--- src/rtl/ldw_pkg.sv ---
package ldw_pkg;
  typedef enum logic [2:0] {
    M_OFFS = 3'd0,
    M_IDX  = 3'd1,
    M_POST = 3'd2,
    M_PRE  = 3'd3,
    M_IMM  = 3'd4
  } ldw_mode_e;

  typedef enum logic [2:0] {
    S_IDLE, S_FETCH, S_READ, S_IMM_LO, S_IMM_HI
  } ldw_state_e;

  localparam logic [2:0] MODE_LAST = 3'd4;
endpackage

--- src/rtl/ldw_regfile.sv ---
module ldw_regfile #(
  parameter int DW   = 16,
  parameter int NREG = 8,
  parameter int NRD  = 3,
  localparam int SW  = $clog2(NREG)
) (
  input  logic                    clk,
  input  logic                    rst,
  input  logic                    we,
  input  logic [SW-1:0]           wsel,
  input  logic [DW-1:0]           wdata,
  input  logic [NRD-1:0][SW-1:0]  rsel,
  output logic [NRD-1:0][DW-1:0]  rdata,
  input  logic [SW-1:0]           psel,
  output logic [DW-1:0]           pdata
);
  logic [DW-1:0] regs [NREG];

  always_ff @(posedge clk) begin
    if (rst) begin
      for (int i = 0; i < NREG; i++) regs[i] <= '0;
    end else if (we && wsel != '0) begin
      regs[wsel] <= wdata;
    end
  end

  for (genvar g = 0; g < NRD; g++) begin : g_rd
    assign rdata[g] = (rsel[g] == '0) ? '0 : regs[rsel[g]];
  end

  always_ff @(posedge clk) begin
    if (rst) pdata <= '0;
    else     pdata <= (psel == '0) ? '0 : regs[psel];
  end
endmodule

--- src/rtl/ldw_agen.sv ---
module ldw_agen
  import ldw_pkg::*;
#(
  parameter int DW   = 16,
  parameter int OFFW = 5
) (
  input  ldw_mode_e        mode,
  input  logic [DW-1:0]    base,
  input  logic [DW-1:0]    idx,
  input  logic [OFFW-1:0]  offs,
  output logic [DW-1:0]    addr,
  output logic [DW-1:0]    idx_next
);
  localparam logic [DW-1:0] STEP = DW'(DW / 8);

  always_comb begin
    case (mode)
      M_POST:  idx_next = idx + STEP;
      M_PRE:   idx_next = idx - STEP;
      default: idx_next = idx;
    endcase
    case (mode)
      M_OFFS:  addr = base + DW'(offs);
      M_PRE:   addr = base + idx_next;
      default: addr = base + idx;
    endcase
  end
endmodule

--- src/rtl/ldw_ctrl.sv ---
module ldw_ctrl
  import ldw_pkg::*;
#(
  parameter int DW   = 16,
  parameter int NREG = 8,
  parameter int OFFW = 5,
  localparam int SW  = $clog2(NREG),
  localparam int HW  = DW / 2
) (
  input  logic            clk,
  input  logic            rst,
  input  logic            start,
  input  logic [2:0]      mode_in,
  input  logic [SW-1:0]   rd_in,
  input  logic [SW-1:0]   rb_in,
  input  logic [SW-1:0]   ri_in,
  input  logic [OFFW-1:0] offs_in,
  input  logic [DW-1:0]   imm_in,
  input  logic [DW-1:0]   agen_addr,
  input  logic [DW-1:0]   agen_idx_next,
  input  logic [DW-1:0]   rd_val,
  input  logic [DW-1:0]   mem_rdata,
  input  logic            mem_ready,
  output ldw_mode_e       mode_q,
  output logic [SW-1:0]   rd_q,
  output logic [SW-1:0]   rb_q,
  output logic [SW-1:0]   ri_q,
  output logic [OFFW-1:0] offs_q,
  output logic            we,
  output logic [SW-1:0]   wsel,
  output logic [DW-1:0]   wdata,
  output logic            busy,
  output logic            done,
  output logic            mem_req,
  output logic [DW-1:0]   mem_addr
);
  ldw_state_e    state;
  logic [DW-1:0] imm_q;
  logic          accept;
  logic          idx_mode;

  assign accept   = (state == S_IDLE) && start && (mode_in <= MODE_LAST);
  assign idx_mode = (mode_q == M_POST) || (mode_q == M_PRE);

  always_ff @(posedge clk) begin
    if (rst) begin
      state    <= S_IDLE;
      mode_q   <= M_OFFS;
      rd_q     <= '0;
      rb_q     <= '0;
      ri_q     <= '0;
      offs_q   <= '0;
      imm_q    <= '0;
      mem_addr <= '0;
      done     <= 1'b0;
    end else begin
      done <= ((state == S_READ) && mem_ready) || (state == S_IMM_HI);
      case (state)
        S_IDLE: if (accept) begin
          mode_q <= ldw_mode_e'(mode_in);
          rd_q   <= rd_in;
          rb_q   <= rb_in;
          ri_q   <= ri_in;
          offs_q <= offs_in;
          imm_q  <= imm_in;
          state  <= (mode_in == M_IMM) ? S_IMM_LO : S_FETCH;
        end
        S_FETCH: begin
          mem_addr <= agen_addr;
          state    <= S_READ;
        end
        S_READ:   if (mem_ready) state <= S_IDLE;
        S_IMM_LO: state <= S_IMM_HI;
        default:  state <= S_IDLE;
      endcase
    end
  end

  always_comb begin
    we    = 1'b0;
    wsel  = rd_q;
    wdata = '0;
    case (state)
      S_FETCH: begin
        we    = idx_mode && (ri_q != rd_q);
        wsel  = ri_q;
        wdata = agen_idx_next;
      end
      S_READ: begin
        we    = mem_ready;
        wdata = mem_rdata;
      end
      S_IMM_LO: begin
        we    = 1'b1;
        wdata = {rd_val[DW-1:HW], imm_q[HW-1:0]};
      end
      S_IMM_HI: begin
        we    = 1'b1;
        wdata = {imm_q[DW-1:HW], rd_val[HW-1:0]};
      end
      default: ;
    endcase
  end

  assign busy    = (state != S_IDLE);
  assign mem_req = (state == S_READ);
endmodule

--- src/rtl/ldw_unit.sv ---
module ldw_unit
  import ldw_pkg::*;
#(
  parameter int DW   = 16,
  parameter int NREG = 8,
  parameter int OFFW = 5,
  localparam int SW  = $clog2(NREG)
) (
  input  logic            clk,
  input  logic            rst,
  input  logic            start,
  input  logic [2:0]      mode,
  input  logic [SW-1:0]   rd_sel,
  input  logic [SW-1:0]   rb_sel,
  input  logic [SW-1:0]   ri_sel,
  input  logic [OFFW-1:0] offs,
  input  logic [DW-1:0]   imm,
  output logic            busy,
  output logic            done,
  output logic            mem_req,
  output logic [DW-1:0]   mem_addr,
  input  logic [DW-1:0]   mem_rdata,
  input  logic            mem_ready,
  input  logic [SW-1:0]   peek_sel,
  output logic [DW-1:0]   peek_data
);
  localparam int NRD = 3;

  ldw_mode_e               mode_q;
  logic [SW-1:0]           rd_q, rb_q, ri_q;
  logic [OFFW-1:0]         offs_q;
  logic                    we;
  logic [SW-1:0]           wsel;
  logic [DW-1:0]           wdata;
  logic [NRD-1:0][SW-1:0]  rsel;
  logic [NRD-1:0][DW-1:0]  rdata;
  logic [DW-1:0]           agen_addr, agen_idx_next;

  assign rsel = {rd_q, ri_q, rb_q};

  ldw_regfile #(.DW(DW), .NREG(NREG), .NRD(NRD)) rf_i (
    .clk(clk), .rst(rst), .we(we), .wsel(wsel), .wdata(wdata),
    .rsel(rsel), .rdata(rdata), .psel(peek_sel), .pdata(peek_data)
  );

  ldw_agen #(.DW(DW), .OFFW(OFFW)) agen_i (
    .mode(mode_q), .base(rdata[0]), .idx(rdata[1]), .offs(offs_q),
    .addr(agen_addr), .idx_next(agen_idx_next)
  );

  ldw_ctrl #(.DW(DW), .NREG(NREG), .OFFW(OFFW)) ctrl_i (
    .clk(clk), .rst(rst), .start(start), .mode_in(mode),
    .rd_in(rd_sel), .rb_in(rb_sel), .ri_in(ri_sel), .offs_in(offs), .imm_in(imm),
    .agen_addr(agen_addr), .agen_idx_next(agen_idx_next), .rd_val(rdata[2]),
    .mem_rdata(mem_rdata), .mem_ready(mem_ready),
    .mode_q(mode_q), .rd_q(rd_q), .rb_q(rb_q), .ri_q(ri_q), .offs_q(offs_q),
    .we(we), .wsel(wsel), .wdata(wdata), .busy(busy), .done(done),
    .mem_req(mem_req), .mem_addr(mem_addr)
  );
endmodule

--- config.mk ---
export PLATFORM = sky130hd
export DESIGN_NAME = ldw_unit
export DESIGN_NICKNAME = d
export VERILOG_FILES = /design/src/rtl/ldw_pkg.sv /design/src/rtl/ldw_regfile.sv /design/src/rtl/ldw_agen.sv /design/src/rtl/ldw_ctrl.sv /design/src/rtl/ldw_unit.sv
export SDC_FILE = /design/constraint.sdc
export NUM_CORES = 1
export LEC_CHECK = 0
export BUFFER_PORTS_ARGS = -buffer_cell sky130_fd_sc_hd__buf_2
export CORE_MARGIN = 2
export CORE_UTILIZATION = 40
export DETAILED_ROUTE_END_ITERATION = 8
export PLACE_DENSITY = 0.67
export SYNTH_ARGS = -nofsm -noshare
export SYNTH_HDL_FRONTEND = slang
export SYNTH_SLANG_ARGS = --single-unit
--- constraint.sdc ---
create_clock -name clk -period 5.25 [get_ports clk]
set_clock_uncertainty 0.1 [all_clocks]
set_input_delay 0.2625 -clock clk [delete_from_list [all_inputs] [get_ports clk]]
set_output_delay 0.2625 -clock clk [all_outputs]
set_load 0.005 [all_outputs]
==> flow_summary.json <==
{
  "use_met3_pct": 3.537,
  "path_max_fanout": 6,
  "numClockSinks": 206,
  "cp.arrival_ns": 5.39,
  "wl_um": 40710,
  "clock_path_buffers": 3,
  "cts_tree": "built",
  "grt_busiest_layer": "met2",
  "dieArea_um2": 33990,
  "clk_pin_slew_worst_paths_ns": 0.06,
  "period_share_pct": 95.99,
  "yosys_warnings": 0,
  "coreArea_um2": 32290,
  "worstMarginPinSlew_ns": 1.139,
  "worstSkewPairLatency_ns": 0.53,
  "syn_inst": 1168,
  "drtPass1Iterations": 5,
  "stdcell_count": 1766,
  "antenna_found_initial": 1,
  "vias_per_cell": 5.980,
  "synthTopCellsByArea": "edfxtp_1 30%, mux4_2 22%, dfxtp_1 12%",
  "use_met1_pct": 31.12,
  "mostFrequentLayoutCells": "178 x nor2_1, 140 x nand2_1, 128 x mux4_2, 128 x edfxtp_1, 90 x buf_2",
  "status": "finished clean",
  "power_density_nw_per_um2": 283.7,
  "drc": 0,
  "async_reset_ff_share_pct": 0,
  "synthToLayoutAreaGrowth_pct": 18.83,
  "cts_inserted_buffers": 24,
  "hold_violations": 0,
  "required_ns": 5.60,
  "grt_pass1_vias": 10392,
  "synth_ff_type": "edfxtp_1",
  "rsz0062_at_grt": "no",
  "synth_edf_count": 128,
  "worstPathCellList": "mux4_2, mux2i_1, nor2_1, fa_1, a21o_1, a21oi_1, o21bai_1, a21o_1, a21oi_2, xnor2_2, nand2_1, nand2_1, ha_1, and2_1, a22o_1, or3b_4, a41oi_2, nor2b_1, or4_1, o211ai_1",
  "drtAntennaViolNets": 0,
  "dp_hpwl_um": 28590,
  "fill_cells": 2865,
  "syn_avg_cell_area_um2": 11.14,
  "gr-usage-met2_pct": 39.98,
  "grt_max_degree": 44,
  "antennaDiodeCount": 0,
  "holdCritPathClass": "in -> reg",
  "num_vias": 10560,
  "initial_core_util_pct": 40.30,
  "die_x_um": 184.4,
  "leakagePower_nw": 5.630,
  "ys_ff_latch": 206,
  "ys_types": 65,
  "pin_count": 91,
  "yosys.area.top_type": "edfxtp_1",
  "grt.overflow.total": 0,
  "netlist_area_um2": 13010,
  "fin_nets": 1392,
  "place.gp.congestion": 0.9063,
  "grt_usage_pct": 24.06,
  "critPathLaunchType": "register",
  "numPortBuffers": 90,
  "vdd_ir_drop_max_mv": 0.2521,
  "grt_first_pass_wirelength_um": 61410,
  "die_h_um": 184.4,
  "crit_type": "reg -> reg",
  "wire_per_inst_um": 23.05,
  "htree_levels": 1,
  "slowest_stage": "mux4_2",
  "maxSlewViolCount": 0,
  "setup_viol": 0,
  "drive_gt1_share_pct": 26.66,
  "clockRootBuffer": "clkbuf_16",
  "fmax_mhz": 198.4,
  "dp_cells": 1686,
  "cap_violations": 0,
  "drtIter0Drc": 1126,
  "fin_crit_ns": 5.039,
  "crit_path_end_kind": "register",
  "layout_commonest_cell": "nor2_1",
  "critPathMaxStageDelay_ns": 0.52,
  "rows": 66,
  "ys_seq_area_share_pct": 41.53,
  "synth_top_area_share_pct": 29.54,
  "relSlewSlack_pct": 24.05,
  "tns_ns": 0
}
## synth_stat cells (13+ instances only)
| master | n |
|---|---|
| buf_1 | 13 |
| mux4_2 | 128 |
| xnor2_1 | 18 |
| nand3_1 | 15 |
| inv_1 | 13 |
| edfxtp_1 | 128 |
| mux2i_1 | 73 |
| a21oi_1 | 83 |
| o22ai_1 | 14 |
| clkbuf_1 | 62 |
| o21ai_1 | 28 |
| dfxtp_1 | 78 |
| ha_1 | 28 |
| nand2_1 | 140 |
| nor2_1 | 178 |
## worst max-delay path, delay by kind of cell, from the launching register on
| kind | cells | cell delay, ns |
|---|---|---|
| xor gates and xnor gates | 1 | 0.13 |
| adders and majority gates | 2 | 0.70 |
| and+or+nand+nor | 7 | 1.37 |
| DFF | 1 | 0.44 |
| muxes | 2 | 0.78 |
| AOI/OAI and AO/OA | 8 | 1.43 |
## per-stage QoR
stage                     setup slack, ns  utilization [%]  power [mW]  instance area (µm²)  hold slack, ns
final                              0.2107            47.89       4.387                15460         0.02580
after global placement             0.1412            44.07       2.641                14230          0.3382
after global routing             0.002276            47.89       4.530                15460         0.06265
after CTS                         0.05578            47.65       4.390                15380         0.01975
after detailed placement          0.09822            44.07       2.652                14230          0.3448
after floorplan                   0.08361                -       2.390                13070          0.2985
## flip-flops by register name, indices dropped and copies added, names as in the netlist, named ones only
signal           count
ctrl_i.done          1
ctrl_i.imm_q        16
ctrl_i.mem_addr     16
ctrl_i.mode_q        3
ctrl_i.offs_q        5
ctrl_i.rb_q          3
ctrl_i.rd_q          3
ctrl_i.ri_q          3
ctrl_i.state         3
rf_i.pdata          16
rf_i.regs          128
## final cells by class
cell class              instances  area (µm²)  area share, %
clock buffers                  33       708.2          4.580
clock inverters                11       116.4         0.7525
inverters                      14       52.55         0.3398
multi-input cells             874        7301          47.21
flip-flops and latches        206        5413          35.00
well taps                     442       553.0          3.576
repair buffers                186        1320          8.536
## power by group
group / switching (mW) / internal, mW / total, mW
logic: 0.420 / 0.365 / 0.784
registers: 0.0866 / 1.79 / 1.88
clock network: 0.681 / 1.04 / 1.72
total: 1.19 / 3.20 / 4.39
## worst paths after layout
check	end	start	cells after the start	slack [ns]
hold reg to reg	ctrl_i.mem_addr[8]	ctrl_i.mem_addr[8]	2	0.35
setup / recovery	ctrl_i.mem_addr[15]	register	20	0.21
setup reg to reg	ctrl_i.mem_addr[15]	register	20	0.21
hold / removal	ctrl_i.state[0]	mem_ready	3	0.03
## timing repair
item	in CTS	in global routing
gates resized for setup	0	11
setup buffers	0	3
hold buffers	33	0
hold endpoints to repair	42	0
endpoints found under the setup margin	0	2
## cell families after synthesis
group           Yosys count  share of synthesized area (%)
compound gates          203                          9.701
flops                   206                          41.53
xor+xnor                 26                          1.750
mux                     204                          28.03
buf+inv                 103                          3.192
other cells               1                        0.02882
fa+ha+maj                30                          3.000
simple gates            395                          12.77
## metal layers
layer / wire length, µm / vias up
met5: 7 / -
li1: - / 4648
met3: 3545 / 107
met1: 15600 / 5190
met4: 1960 / 2
met2: 19600 / 613
Power figures use the tool's default switching activity.
